--- src/rtl/sfb_pkg.sv ---
package sfb_pkg;
  // strobes from the sequencer/gating control to the storage datapath
  typedef struct packed {
    logic copyEn;     // copy one architectural entry into the speculative copy
    logic acceptDec;  // decode update allowed
    logic acceptCmp;  // completion update allowed
    logic acceptRet;  // commit update allowed
  } sfbStrobe_t;
endpackage

--- src/rtl/sfb_ctrl.sv ---
module sfb_ctrl
  import sfb_pkg::*;
#(
  parameter int NREG = 32,
  localparam int AW = $clog2(NREG)
) (
  input  logic          clk,
  input  logic          rstN,
  input  logic          flushReq,
  input  logic          decValid,
  input  logic          cmpValid,
  input  logic          retValid,
  output logic          busy,
  output logic [AW-1:0] copyIdx,
  output sfbStrobe_t    stb
);
  localparam logic [AW-1:0] LAST_IDX = AW'(NREG - 1);

  logic busyQ;
  logic [AW-1:0] idxQ;
  logic startCopy;

  assign startCopy = flushReq && !busyQ;

  always_ff @(posedge clk) begin
    if (!rstN) begin
      busyQ <= 1'b0;
      idxQ  <= '0;
    end else if (startCopy) begin
      busyQ <= 1'b1;
      idxQ  <= '0;
    end else if (busyQ) begin
      if (idxQ == LAST_IDX) begin
        busyQ <= 1'b0;
        idxQ  <= '0;
      end else begin
        idxQ <= idxQ + 1'b1;
      end
    end
  end

  always_comb begin
    stb.copyEn    = busyQ;
    stb.acceptDec = decValid && !busyQ;
    stb.acceptCmp = cmpValid && !busyQ;
    stb.acceptRet = retValid && !busyQ;
  end

  assign busy    = busyQ;
  assign copyIdx = idxQ;

  // busy only rises in response to a request
  p_busy_start_r8: assert property (@(posedge clk) disable iff (!rstN)
    $rose(busy) |-> $past(flushReq));
  // copy begins at register 0
  p_idx_zero_r8: assert property (@(posedge clk) disable iff (!rstN)
    $rose(busy) |-> copyIdx == '0);
  // sequence ends after the last register
  p_busy_end_r8: assert property (@(posedge clk) disable iff (!rstN)
    (busy && copyIdx == LAST_IDX) |=> !busy);
  // no update strobe while copying
  p_gate_r9: assert property (@(posedge clk) disable iff (!rstN)
    busy |-> !(stb.acceptDec || stb.acceptCmp || stb.acceptRet));
endmodule

--- src/rtl/sfb_datapath.sv ---
module sfb_datapath
  import sfb_pkg::*;
#(
  parameter int NREG = 32,
  parameter int DW   = 32,
  parameter int TAGW = 6,
  localparam int AW = $clog2(NREG)
) (
  input  logic            clk,
  input  logic            rstN,
  input  sfbStrobe_t      stb,
  input  logic [AW-1:0]   copyIdx,
  input  logic [AW-1:0]   decDest,
  input  logic [TAGW-1:0] decTag,
  input  logic [AW-1:0]   cmpDest,
  input  logic [TAGW-1:0] cmpTag,
  input  logic [DW-1:0]   cmpData,
  input  logic [AW-1:0]   retDest,
  input  logic [DW-1:0]   retData,
  input  logic [AW-1:0]   rdAddrA,
  output logic            rdValidA,
  output logic [DW-1:0]   rdValueA,
  input  logic [AW-1:0]   rdAddrB,
  output logic            rdValidB,
  output logic [DW-1:0]   rdValueB,
  output logic [NREG-1:0] vldVec
);
  // speculative copy: payload is data when valid, tag when pending
  logic [DW-1:0]   specPay [NREG];
  logic [NREG-1:0] specVld;
  logic [DW-1:0]   archData [NREG];

  logic cmpHit;
  logic [DW-1:0] decTagExt;

  assign decTagExt = {{(DW-TAGW){1'b0}}, decTag};
  assign cmpHit = stb.acceptCmp && !specVld[cmpDest]
                  && (specPay[cmpDest][TAGW-1:0] == cmpTag);

  for (genvar g = 0; g < NREG; g++) begin : g_entry
    logic selCopy, selDec, selCmp, selRet;
    assign selCopy = stb.copyEn && (copyIdx == AW'(g));
    assign selDec  = stb.acceptDec && (decDest == AW'(g));
    assign selCmp  = cmpHit && (cmpDest == AW'(g));
    assign selRet  = stb.acceptRet && (retDest == AW'(g));

    always_ff @(posedge clk) begin
      if (!rstN) begin
        specVld[g] <= 1'b1;
        specPay[g] <= '0;
      end else if (selCopy) begin
        specVld[g] <= 1'b1;
        specPay[g] <= archData[g];
      end else if (selDec) begin
        specVld[g] <= 1'b0;           // newest writer takes ownership
        specPay[g] <= decTagExt;
      end else if (selCmp) begin
        specVld[g] <= 1'b1;
        specPay[g] <= cmpData;
      end
    end

    always_ff @(posedge clk) begin
      if (!rstN) archData[g] <= '0;
      else if (selRet) archData[g] <= retData;
    end
  end

  // pending entries already hold the zero-extended tag in the payload
  assign rdValidA = specVld[rdAddrA];
  assign rdValueA = specPay[rdAddrA];
  assign rdValidB = specVld[rdAddrB];
  assign rdValueB = specPay[rdAddrB];
  assign vldVec   = specVld;

  // a decode leaves its destination pending
  p_dec_pending_r3: assert property (@(posedge clk) disable iff (!rstN)
    stb.acceptDec |=> !specVld[$past(decDest)]);
  // a commit lands in the architectural copy
  p_ret_write_r7: assert property (@(posedge clk) disable iff (!rstN)
    stb.acceptRet |=> archData[$past(retDest)] == $past(retData));
  // each copied entry becomes valid
  p_copy_valid_r8: assert property (@(posedge clk) disable iff (!rstN)
    stb.copyEn |=> specVld[$past(copyIdx)]);
endmodule

--- src/rtl/spec_regfile_backup.sv ---
module spec_regfile_backup
  import sfb_pkg::*;
#(
  parameter int NREG = 32,
  parameter int DW   = 32,
  parameter int TAGW = 6,
  localparam int AW = $clog2(NREG)
) (
  input  logic            clk,
  input  logic            rstN,
  input  logic            flushReq,
  output logic            busy,
  input  logic            decValid,
  input  logic [AW-1:0]   decDest,
  input  logic [TAGW-1:0] decTag,
  input  logic            cmpValid,
  input  logic [AW-1:0]   cmpDest,
  input  logic [TAGW-1:0] cmpTag,
  input  logic [DW-1:0]   cmpData,
  input  logic            retValid,
  input  logic [AW-1:0]   retDest,
  input  logic [DW-1:0]   retData,
  input  logic [AW-1:0]   rdAddrA,
  output logic            rdValidA,
  output logic [DW-1:0]   rdValueA,
  input  logic [AW-1:0]   rdAddrB,
  output logic            rdValidB,
  output logic [DW-1:0]   rdValueB
);
  sfbStrobe_t stb;
  logic [AW-1:0] copyIdx;
  logic [NREG-1:0] vldVec;

  sfb_ctrl #(.NREG(NREG)) u_ctrl (
    .clk(clk), .rstN(rstN), .flushReq(flushReq),
    .decValid(decValid), .cmpValid(cmpValid), .retValid(retValid),
    .busy(busy), .copyIdx(copyIdx), .stb(stb)
  );

  sfb_datapath #(.NREG(NREG), .DW(DW), .TAGW(TAGW)) u_dp (
    .clk(clk), .rstN(rstN), .stb(stb), .copyIdx(copyIdx),
    .decDest(decDest), .decTag(decTag),
    .cmpDest(cmpDest), .cmpTag(cmpTag), .cmpData(cmpData),
    .retDest(retDest), .retData(retData),
    .rdAddrA(rdAddrA), .rdValidA(rdValidA), .rdValueA(rdValueA),
    .rdAddrB(rdAddrB), .rdValidB(rdValidB), .rdValueB(rdValueB),
    .vldVec(vldVec)
  );

  // all speculative entries are valid once the copy ends
  p_all_valid_r8: assert property (@(posedge clk) disable iff (!rstN)
    $fell(busy) |-> &vldVec);
endmodule

--- config.mk ---
export PLATFORM = sky130hd
export DESIGN_NAME = spec_regfile_backup
export DESIGN_NICKNAME = d
export VERILOG_FILES = /design/src/rtl/sfb_pkg.sv /design/src/rtl/sfb_ctrl.sv /design/src/rtl/sfb_datapath.sv /design/src/rtl/spec_regfile_backup.sv
export SDC_FILE = /design/constraint.sdc
export NUM_CORES = 2
export LEC_CHECK = 0
export ABC_CLOCK_PERIOD_IN_PS = 6300
export BUFFER_PORTS_ARGS = -buffer_cell sky130_fd_sc_hd__buf_4
export CAP_MARGIN = 30
export CORE_UTILIZATION = 45
export DETAILED_ROUTE_END_ITERATION = 8
export SETUP_SLACK_MARGIN = 0.4
export SLEW_MARGIN = 20
export SYNTH_ARGS = -nofsm -noshare
export SYNTH_HDL_FRONTEND = slang
export SYNTH_HIERARCHICAL = 1
export SYNTH_SLANG_ARGS = --single-unit
--- constraint.sdc ---
create_clock -name clk -period 6.3 [get_ports clk]
set_input_delay 0.315 -clock clk [delete_from_list [all_inputs] [get_ports clk]]
set_output_delay 0.315 -clock clk [all_outputs]
set_load 0.05 [all_outputs]
==> results.md <==
* Status: finished clean
* Initial Util at 45.24%
* CTS resizes at 0
* WP data required at 6.81 ns
* EDFF count, synth at 2048
* Max-slew headroom at 28.36%
* Compound-Gate Fraction of Synth Area at 9.977%
* Worst vdd ir at 0.2348 mV
* Setup TNS at 0 ns
* Synth unique cells at 76
* Pleak at 39.33 nW
* FF-to-FF path depth at 11
* CTS buffer count at 219
* CTS tree: done
* Final Wtd Congestion at 1.042
* Area Growth Syn to Fin at 12.40%
* Routed WL per cell at 42.22 um
* CP Launch Type: flop
* Ys Warns at 6
* Number of setup violations in the final report at 0
* XOR/XNOR Fraction of Synth Area at 0.06503%
* Crit. End Element: flop
* Chip Width at 482.5 um
* Hold Crit Class: input port to flop
* Total global-route track usage at 37.30%
* GRT overflow at 0
* NetSw at 8.364 mW
* Skew-Pair Late Insertion Delay at 0.91 ns
* Largest family of logic cells by synthesized area: multiplexers
* First-pass GRT wire length at 590.4 mm
* Switching share of power at 26.01%
* Combinational Power Share at 10.6%
* Mux cell area share after synthesis at 16.23%
* Post-route clock period utilization at 75.25%
* Fmax at 210.9 MHz
* Post-synth net total at 7316
* R2r endpoint: u_dp/specPay[8][18]
* Ports at 174
* Proportion of layout cells with a drive suffix above 1 at 22.89%
* Minimum clock period at 4.741 ns
* Root buffer cell: clkbuf_16
* WP data arrival at 5.25 ns
* Max Clock Skew at 0.06924 ns
* Hold_ws at 0.04764 ns
* Core box area at 229700 um2
* Avg Inst Size Synth at 14.42 um2
* Hold Fails Final Rpt at 0
* Port bufs at 173
* WS Path Type: flop to flop
* Worst R2R Start: u_dp/specPay[19][2]
* # DRC at 0
* Worst-Margin Slew at 1.066 ns
* Simple-gate share of the synthesized area at 10.52%
* Hold worst-path end: u_dp/archData[1][406]
* Synth async-reset ratio at 0%
* Detailed Place HPWL at 281.0 mm
* WHS Path Cells at 2
* Final WL at 437.2 mm
* Initial antenna violation count at 41
* Clock Path Buffers at 3
* RSZ-0062 raised after global routing: no
* Worst-path clk slew at 0.06 ns
* # rows at 176
* Die Height at 482.5 um
* Synthesized area at 103900 um2
* Largest net degree at the start of global routing at 90
* Adder-Cell Fraction of Synth Area at 0.02408%
* Htree depth at 4
* DIE AREA at 232800 um2
* Synth Register Bits at 2086
* Antenna Nets Post-Route at 0
* Vias in the first global route at 69633
* R2R Setup Slk at 1.56 ns
* Clk network pwr share at 39.5%
* Internal at 23.79 mW
* Synth Flop Type: edfxtp_1
* Mapped Cells at 7207
* Final #Nets at 7228
* Sequential share of the synthesized area at 59.92%
* Max Cap Viol at 0
* Iteration-0 DRC Markers at 12680
* PD cells at 275.4 nW/um2
* Vias/cell at 7.140
* HP Start: retData[22]
* Pins Over Slew Limit at 0
* Reg power frac at 49.9%
* Pre-antenna DRT Iters at 6
* Vias at 73940
* Sink Count at 2086
* CP max FO at 32
[cell type report]
| type | count | area, um2 |
|---|---|---|
| tap | 3026 | 3786 |
| clock buffer | 287 | 5788 |
| sequential | 2086 | 62260 |
| timing repair buffer | 491 | 4400 |
| antenna | 27 | 67.56 |
| multi-input combinational | 4278 | 39270 |
| clock inverter | 118 | 1052 |
| fill | 19209 | 112900 |
| inverter | 43 | 161.4 |
[critical path, stage by stage (launching register included)]
cell	delay (ns)
edfxtp_1	0.49
mux4_2	0.53
a22o_1	0.26
a211oi_1	0.47
a21oi_1	0.15
xnor2_2	0.20
and4b_1	0.25
buf_4	0.25
nand4_1	0.49
buf_4	0.41
o211ai_1	0.19
buf_4	0.57
[kinds of logic after synthesis]
kind of cell,count (synthesis)
flip-flops,2086
AND/OR/NAND/NOR,2038
AO/OA/AOI/OAI,1413
buffers and inverters,843
multiplexers,819
XOR/XNOR,6
adder cells (fa/ha/maj),2
[layer usage]
layer	GRT usage (%)	vias up	routed length, um
li1	-	28285	-
met1	48.62	38108	153800
met2	55.97	6332	194500
met3	9.235	1195	56470
met4	23.66	20	32280
met5	0	-	136
[timing repair]
item | in CTS | in global routing
endpoints found under the hold margin | 375 | 0
hold buffers | 39 | 0
setup buffers | 0 | 0
[synth_stat cells, drive strengths merged, types with 20 or more instances]
cell,number,area [um2]
a21oi,33,165.2
a22o,117,1025
a22oi,189,1419
a32o,243,2432
and2,1037,6487
buf,158,818.3
clkbuf,642,2410
dfxtp,38,760.7
edfxtp,2048,61500
inv,40,150.1
mux2,72,810.8
mux2i,62,620.6
mux4,685,15430
nand2,536,2014
nand2b,20,125.1
nand3,141,710.7
nor2,129,484.2
nor2b,25,156.4
nor3,80,416.7
o21ai,445,2227
o22ai,22,137.6
o2bb2ai,53,464.2
o31ai,140,1051
o41ai,105,919.6
[sequential cells by signal, indices dropped and copies added, names as in the netlist]
name	count
u_ctrl/copyIdx	5
u_dp/archData	1024
u_dp/specPay	1024
u_dp/vldVec	32
u_ctrl/busy	1
[power groups by stage]
stage / Combinational [mW] / Clock (mW) / Sequential (mW)
finish: 3.39 / 12.7 / 16.1
floorplan: 1.77 / 0 / 16.2
global placement: 3.23 / 0 / 16.3
CTS: 3.31 / 12.7 / 16.0
global route: 3.40 / 13.2 / 16.1
detailed placement: 3.28 / 0 / 16.3
[per-stage QoR]
stage / setup slack (ns) / util (%) / total power, mW / cell area, um2 / std cells
after floorplan: 0.9767 / - / 17.97 / 103900 / 7207
after global placement: 1.259 / 47.36 / 19.53 / 108800 / 9841
after detailed placement: 1.194 / 47.61 / 19.60 / 109300 / 9872
after CTS: 1.752 / 50.76 / 32.09 / 116600 / 10316
after global routing: 1.602 / 50.83 / 32.71 / 116800 / 10343
final: 1.559 / 50.85 / 32.16 / 116800 / 10356
[placed cells by master, fill, tap and decap left out, types with 23 or more instances in the layout]
master         Yosys  routed
buf_4             12     388
a22o_1           117     117
a21oi_1           33      32
clkbuf_1         642      65
nor2_2             0      32
o41ai_1          105     105
inv_1             39      38
o21ai_0          267     225
mux2i_1           62      62
o21ai_1          178     177
nand2_1          535     531
nor3_2             1      33
o31ai_1          140     136
clkinv_1           3      55
diode_2            0      27
clkbuf_16          0     221
a32o_1           243     243
o21ai_4            0      42
and2_1          1036    1036
buf_12             0      23
mux2_2            72      72
a22oi_1          189     189
nand3_1          140     137
nor3_1            78      45
mux4_2           685     685
nor2b_1           25      25
o2bb2ai_1         53      53
dfxtp_1           38      38
edfxtp_1        2048    2048
dlygate4sd3_1      0      39
nor2_1           129      85
clkinv_2           0      35
[worst max path at each step]
stage	startpoint	to	slack, ns
after floorplan	cmpDest[3]	u_dp/specPay[11][0]	0.98
after global placement	cmpDest[3]	u_dp/specPay[7][28]	1.26
after detailed placement	cmpDest[3]	u_dp/specPay[9][29]	1.19
after CTS	u_dp/specPay[19][2]	u_dp/specPay[7][18]	1.75
after global routing	u_dp/specPay[19][2]	u_dp/specPay[8][21]	1.60
final	u_dp/specPay[19][2]	u_dp/specPay[8][18]	1.56
Power figures use the tool's default switching activity.
